===== config.mk =====
export PLATFORM = sky130hd
export DESIGN_NAME = sdram_mrs_ctrl
export DESIGN_NICKNAME = d
export VERILOG_FILES = /design/src/rtl/sdram_mrs_ctrl.sv
export SDC_FILE = /design/constraint.sdc
export NUM_CORES = 1
export LEC_CHECK = 0
export BUFFER_PORTS_ARGS = -buffer_cell sky130_fd_sc_hd__buf_2
export CORE_MARGIN = 2
export CORE_UTILIZATION = 41
export CTS_CLUSTER_SIZE = 16
export DETAILED_ROUTE_END_ITERATION = 6
export PLACE_DENSITY_LB_ADDON = 0.08
export SYNTH_ARGS = -nofsm -noshare
export SYNTH_HDL_FRONTEND = slang
export SYNTH_SLANG_ARGS = --single-unit

===== constraint.sdc =====
create_clock -name clk -period 5.2 [get_ports clk]
set_input_delay 0.26 -clock clk [delete_from_list [all_inputs] [get_ports clk]]
set_output_delay 0.26 -clock clk [all_outputs]
set_load 0.02 [all_outputs]

===== src/rtl/sdram_mrs_ctrl.sv =====
module sdram_mrs_ctrl #(
  parameter int SD_AW = 12,
  parameter int T_RP  = 2,
  parameter int T_MRD = 2,
  parameter logic [19:0] PAGE_A2 = 20'hFFFFD,
  parameter logic [19:0] PAGE_A3 = 20'hFFFFE
) (
  input  logic             clk,
  input  logic             rst_n,
  input  logic             bus_req,
  input  logic             bus_we,
  input  logic [31:0]      bus_addr,
  input  logic [31:0]      bus_wdata,
  input  logic             bus_width32,
  output logic             bus_ready,
  output logic [31:0]      bus_rdata,
  input  logic [1:0]       acc_req,
  output logic [1:0]       acc_grant,
  output logic [1:0]       sd_cs_n,
  output logic             sd_ras_n,
  output logic             sd_cas_n,
  output logic             sd_we_n,
  output logic [SD_AW-1:0] sd_addr
);

  localparam int TMAX = (T_RP > T_MRD) ? T_RP : T_MRD;
  localparam int CW   = (TMAX < 2) ? 1 : $clog2(TMAX + 1);
  localparam logic [CW-1:0] RP_LAST  = CW'(T_RP - 1);
  localparam logic [CW-1:0] MRD_LAST = CW'(T_MRD - 1);
  localparam logic [SD_AW-1:0] A10 = SD_AW'(1) << 10;

  typedef enum logic [2:0] {S_IDLE, S_PRE, S_TRP, S_MRS, S_TMRD, S_DONE, S_RACK} st_t;

  st_t              st;
  logic [CW-1:0]    cnt;
  logic             area_q;
  logic [SD_AW-1:0] val_q;
  logic [1:0]       prog_q;

  logic [11:0]      off;
  logic             hit2, hit3, hit;
  logic [SD_AW-1:0] mrs_val;
  logic             cmd_on;

  assign off     = bus_addr[11:0];
  assign hit2    = bus_addr[31:12] == PAGE_A2;
  assign hit3    = bus_addr[31:12] == PAGE_A3;
  assign hit     = (hit2 | hit3) && (off <= 12'hFFC);
  assign mrs_val = bus_width32 ? SD_AW'(off >> 2) : SD_AW'(off >> 1);

  always_ff @(posedge clk or negedge rst_n) begin
    if (!rst_n) begin
      st     <= S_IDLE;
      cnt    <= '0;
      area_q <= 1'b0;
      val_q  <= '0;
      prog_q <= 2'b00;
    end else begin
      case (st)
        S_IDLE: if (bus_req && hit) begin
          area_q <= hit3;
          val_q  <= mrs_val;
          st     <= bus_we ? S_PRE : S_RACK;
        end
        S_PRE: begin
          cnt <= '0;
          st  <= S_TRP;
        end
        S_TRP: if (cnt == RP_LAST) st <= S_MRS;
               else cnt <= cnt + 1'b1;
        S_MRS: begin
          cnt <= '0;
          st  <= S_TMRD;
        end
        S_TMRD: if (cnt == MRD_LAST) st <= S_DONE;
                else cnt <= cnt + 1'b1;
        S_DONE: begin
          prog_q[area_q] <= 1'b1;
          st             <= S_IDLE;
        end
        default: st <= S_IDLE;
      endcase
    end
  end

  assign cmd_on    = (st == S_PRE) || (st == S_MRS);
  assign sd_cs_n   = cmd_on ? (area_q ? 2'b01 : 2'b10) : 2'b11;
  assign sd_ras_n  = !cmd_on;
  assign sd_we_n   = !cmd_on;
  assign sd_cas_n  = st != S_MRS;
  assign sd_addr   = (st == S_MRS) ? val_q : (st == S_PRE) ? A10 : '0;
  assign bus_ready = (st == S_DONE) || (st == S_RACK);
  assign bus_rdata = '0;
  assign acc_grant = acc_req & prog_q;

  logic unused_ok;
  assign unused_ok = ^bus_wdata;

  logic mrs_cmd;
  assign mrs_cmd = (sd_cs_n != 2'b11) && !sd_ras_n && !sd_cas_n && !sd_we_n;

  AST_MRS_ADDR: assert property (@(posedge clk) disable iff (!rst_n)
    mrs_cmd |-> sd_addr == (bus_width32 ? SD_AW'(bus_addr[11:2]) : SD_AW'(bus_addr[11:1])));
  AST_MRS_AFTER_GAP: assert property (@(posedge clk) disable iff (!rst_n)
    mrs_cmd |-> $past(sd_ras_n));
  AST_READY_PULSE: assert property (@(posedge clk) disable iff (!rst_n)
    bus_ready |=> !bus_ready);
  AST_FLAG_STICKY: assert property (@(posedge clk) disable iff (!rst_n)
    ($past(prog_q) & prog_q) == $past(prog_q));
  AST_READ_NO_CMD: assert property (@(posedge clk) disable iff (!rst_n)
    (bus_req && !bus_we && bus_ready) |-> sd_cs_n == 2'b11);
  AST_CS_ONEHOT: assert property (@(posedge clk) disable iff (!rst_n)
    $onehot0(~sd_cs_n));

endmodule


# ---- Yosys cells after proc, flatten, opt, wreduce, memory -nomap -nowiden
# Cells that the tools add are included.
# Widths: inputs -> output; s select.
dict set report totals {
  register_bits 20
  input_bits 71
  output_inout_bits 52
  elab_cells 53
}
dict set report classes {
  add_sub_neg 1
  n_lt_le_gt_ge 3
  eq_ne 14
  mux 14
  bitwise_logic 3
  reduce_logical 13
}
# operator n
set ops {}
lappend ops {{$eq 20x20->1 const B} 2}
lappend ops {{$mux 11} 2}
lappend ops {{$pmux 3 s5} 1}
lappend ops {{$le 12x12->1 const B} 1}
lappend ops {{$mux 12} 1}
lappend ops {{$mux 3} 4}
lappend ops {{$eq 3x3->1 const B} 3}
lappend ops {{$ne 2x2->1 const B} 4}
lappend ops {{$eq 3x2->1 const B} 2}
lappend ops {{$mux 2} 3}
lappend ops {{$pmux 2 s2} 1}
lappend ops {{$reduce_and 2->1} 2}
lappend ops {{$reduce_or 2->1} 2}
lappend ops {{$eq 3x1->1 const B} 1}
lappend ops {{$logic_and 1x1->1} 3}
lappend ops {{$logic_not 3->1} 1}
lappend ops {{$ne 3x2->1 const B} 1}
lappend ops {{$reduce_and 3->1} 1}
lappend ops {{$add 2x1->2 const B} 1}
lappend ops {{$and 2x2->2} 1}
lappend ops {{$eq 2x1->1 const B} 1}
lappend ops {{$logic_or 1x1->1} 2}
lappend ops {{$lt 1x2->1 const B} 1}
lappend ops {{$or 2x2->2} 1}
lappend ops {{other kinds (6)} 6}

# ---- Depth between registers and ports, before layout
dict set report depth {
  depth_word 6
  ltp_mapped 7
  depth_no_buf 4
}

# ---- Worst setup path before layout
# Ideal clock, no wire load.
dict set report synth_timing {
  path_kind {reg2reg}
  from {reg st[0]}
  to {reg val_q[0]}
  setup_time_ns 0.125
  arrival_ns 1.864
  required_time_ns 5.075
  path_slack_ns 3.211
  path_stages_with_launch 7
  path_buffers 3
  synth_period_minus_slack_ns 1.989
  cell_sequence {dfrtp_1 -> buf_6 -> or3_1 -> or4_1 -> buf_2 -> buf_6 -> mux2_4}
}
dict set report synth_between {
  elab_chain_cells 2
}
# element line
set synth_lines {}
lappend synth_lines {{start: declaration} 34} ;# st_t st;
lappend synth_lines {{start signal: assignment} 63} ;# st <= bus_we ? S_PRE : S_RACK;
lappend synth_lines {{$logic_not 3->1} 59} ;# case (st)
lappend synth_lines {{$reduce_and 2->1 (no source line)} --}
lappend synth_lines {{end signal: assignment} 62} ;# val_q <= mrs_val;
lappend synth_lines {{end: declaration} 37} ;# logic [SD_AW-1:0] val_q;
# No other way between the ends.
# A chain may end at the register's enable or synchronous reset.

# ---- Worst setup path in the final report
dict set report layout_timing {
  from {reg st[0]}
  to {out sd_addr[2]}
}
dict set report layout_between {
  elab_chain_cells 2
}
# element line
set layout_lines {}
lappend layout_lines {{$eq 3x2->1} 91} ;# assign sd_addr = (st == S_MRS) ? val_q : (st == S_PRE) ? A10 : '0;
lappend layout_lines {{$mux 12} 91}
lappend layout_lines {{end: declaration} 23} ;# output logic [SD_AW-1:0] sd_addr
# No other way between the ends.

==> results by group <==
Status
  • Status: finished, final reports clean

CTS
  • CTS Buffer Depth: 2
  • CTS Sinks: 19
  • Post_cts resized: 0
  • Clk slew on worst S/H paths: 0.11 ns
  • Clock latency on the worst-skew pair: 0.30 ns
  • H-tree depth: 1
  • CTS tree: done
  • Root buffer cell: clkbuf_4
  • Total CTS buffers: 3

Layout
  • Nets: 268
  • Area delta synth->final: 14.6%
  • Antenna fix cells: 0
  • Layout cells sized above 1: 0.415

Yosys
  • Yosys reg bits: 19
  • Yosys warning count: 0
  • Fraction of post-synthesis cell area in the top cell type by area: 0.338
  • Mapped Area: 1410 sq um
  • Most frequent cells after synthesis: 34 x buf_4, 19 x dfrtp_1, 13 x and2_1, 13 x mux2_2, 7 x mux2_4
  • Most used DFF post-synth: dfrtp_1
  • Synth Instances: 141
  • Yosys cell types: 31
  • Largest cells by area after synthesis: dfrtp_1 34%, buf_4 18%, mux2_2 10%
  • Area leader, netlist: dfrtp_1
  • Most common cell in the netlist: buf_4
  • Mapped Avg Cell Area: 9.98 sq um
  • Seq/Total Area, Yosys: 0.338
  • Async S/R FF share, synth: 1.00
  • Post-synth EDFFs: 0

STA
  • Hold slack: 0.214 ns
  • Slew @ Worst Pin: 0.761 ns
  • Total Neg Setup Slack: 0 ns
  • Slew HR: 0.491
  • Slew Viols, Final: 0
  • Fin crit share: 0.458
  • Fmax: 420 MHz
  • Final Hold Fails: 0
  • Fin crit period: 2.38 ns
  • RSZ-0062 raised after global routing: no
  • Final setup violation count: 0
  • Clk_skew: 0.00253 ns

Job
  • Max-Cap Viols: 0

Floorplan
  • Core area: 3310 sq um
  • Starting Density: 0.425
  • Die Y: 62.6 um
  • Ports: 123
  • Row count: 21
  • Die ar.: 3920 sq um
  • Die X: 62.6 um

Global route
  • Largest net degree at the start of global routing: 20
  • Initial antenna violation count: 0
  • First-pass GRT wire length: 4690 um
  • Total gr overflow: 0
  • All-Layer GR Usage: 0.148
  • Vias in the first global route: 1,022

Drt
  • Post-DRT Antenna Nets: 0
  • Via count: 1,053
  • Initial drt markers: 13
  • WL/cell: 11.5 um
  • Drt drc: 0
  • 1st-pass router iterations: 4
  • Drt via density: 4.37
  • Drt total wl: 2770 um

Pwr
  • Peak VDD IR: 125 uV
  • Power Density: 174 nW/um^2
  • Leak pwr: 0.895 nW

Setup path
  • Setup crit start kind: flop
  • Crit path DAT: 2.12 ns
  • Required @ worst endpoint: 4.94 ns
  • Crit end category: output pin
  • R2r setup slk: 2.96 ns
  • Critical path class: reg -> out
  • Peak fanout along the critical path: 13

Placement
  • Routability cong.: 0.743
  • I/O Buffers: 57
  • DP Wirelength: 2210 um

Hold path
  • Type of the most critical hold path: in -> reg
-- final timing paths --
check / from / to / cells past startpoint
worst max-delay path: st[0] / sd_addr[2] / 4
worst min-delay path: bus_addr[13] / area_q / 3
worst max register to register: st[1] / val_q[9] / 3
worst min register to register: area_q / prog_q[0] / 1
max in group asynchronous: rst_n / val_q[5] / 2
min in group asynchronous: rst_n / st[0] / 2
-- placed cells by master, fill, tap and decap left out --
| master | synthesis | routed |
|---|---|---|
| o211ai_1 | 1 | 1 |
| nand2b_1 | 3 | 3 |
| xnor2_1 | 1 | 1 |
| or3_1 | 2 | 2 |
| conb_1 | 1 | 33 |
| nand3_1 | 2 | 2 |
| o21bai_1 | 2 | 2 |
| o21ai_0 | 2 | 2 |
| mux2_2 | 13 | 13 |
| clkbuf_4 | 0 | 3 |
| nor2_1 | 5 | 5 |
| dfrtp_1 | 19 | 19 |
| ha_1 | 1 | 1 |
| inv_1 | 5 | 5 |
| a21boi_0 | 1 | 1 |
| buf_2 | 1 | 57 |
| clkbuf_1 | 3 | 1 |
| nand2_1 | 3 | 3 |
| mux2i_1 | 4 | 4 |
| mux2_4 | 7 | 7 |
| nand4_1 | 5 | 5 |
| xor2_1 | 2 | 2 |
| or4_1 | 2 | 2 |
| and4_1 | 1 | 1 |
| dlygate4sd3_1 | 0 | 1 |
| a21oi_1 | 2 | 2 |
| nor3_1 | 1 | 1 |
| or2b_1 | 1 | 1 |
| o311ai_0 | 1 | 1 |
| and2_1 | 13 | 13 |
| or2_2 | 1 | 1 |
-- where the power goes --
| group | switching (mW) | leakage, nW | internal, mW |
|---|---|---|---|
| sequential | 0.0000302 | 0.250 | 0.148 |
| clock | 0.0483 | 0.0150 | 0.0299 |
| combinational | 0.0360 | 0.630 | 0.0184 |
| total | 0.0843 | 0.895 | 0.196 |
-- state kept, by name, indices dropped and copies added, names as in the netlist --
register  flops
st            3
prog_q        2
area_q        1
val_q        11
cnt           2
-- through the flow --
| step | power [mW] | cell area (sq um) | instances | util | setup WS, ns |
|---|---|---|---|---|---|
| 2_1_floorplan | 0.202 | 1530 | 173 | - | 3.21 |
| 4_1_cts | 0.281 | 1610 | 241 | 0.487 | 2.77 |
| 5_1_grt | 0.292 | 1610 | 241 | 0.487 | 2.61 |
| 6_report | 0.280 | 1610 | 241 | 0.487 | 2.82 |
| 3_3_place_gp | 0.203 | 1580 | 236 | 0.476 | 2.93 |
| 3_5_place_dp | 0.204 | 1580 | 236 | 0.476 | 2.93 |
-- cell type report --
class | instances | area, sq um
Inverter | 5 | 18.8
Tap cell | 46 | 57.6
Fill cell | 329 | 1700
Timing Repair Buffer | 58 | 295
Multi-Input combinational cell | 109 | 739
Clock buffer | 4 | 26.3
Sequential cell | 19 | 475
-- kinds of logic (layout without fill, tap and decap cells) --
group                    Yosys count  after routing  share of synthesized area
AO/OA/AOI/OAI                      9              9                     0.0418
XOR/XNOR                           3              3                     0.0187
adder cells (fa/ha/maj)            1              1                    0.00889
buffers and inverters             45             67                      0.222
flip-flops                        19             19                      0.338
multiplexers                      24             24                      0.207
other                              1             33                    0.00266
AND/OR/NAND/NOR                   39             39                      0.161
-- per-layer routing --
metal | share of wire | vias to the layer above | global-route usage
li1 | - | 514 | -
met1 | 0.43 | 490 | 0.193
met2 | 0.49 | 45 | 0.242
met3 | 0.074 | 4 | 0.0432
met4 | 0.0094 | 0 | 0.0361
met5 | 0 | - | 0
-- critical path, stage by stage (launching register included) --
cell and delay, ns:
dfrtp_1 0.48, or2b_1 0.34, nor2_1 0.61, and2_1 0.22, buf_2 0.16
-- what timing repair did --
| action | 4_1_cts | 5_1_grt |
|---|---|---|
| buffers inserted | 0 | 0 |
| endpoints found under the setup margin | 0 | 0 |
| endpoints found under the hold margin | 19 | 0 |
| hold buffers | 1 | 0 |
Note: power is estimated with default switching activity, not from simulation.
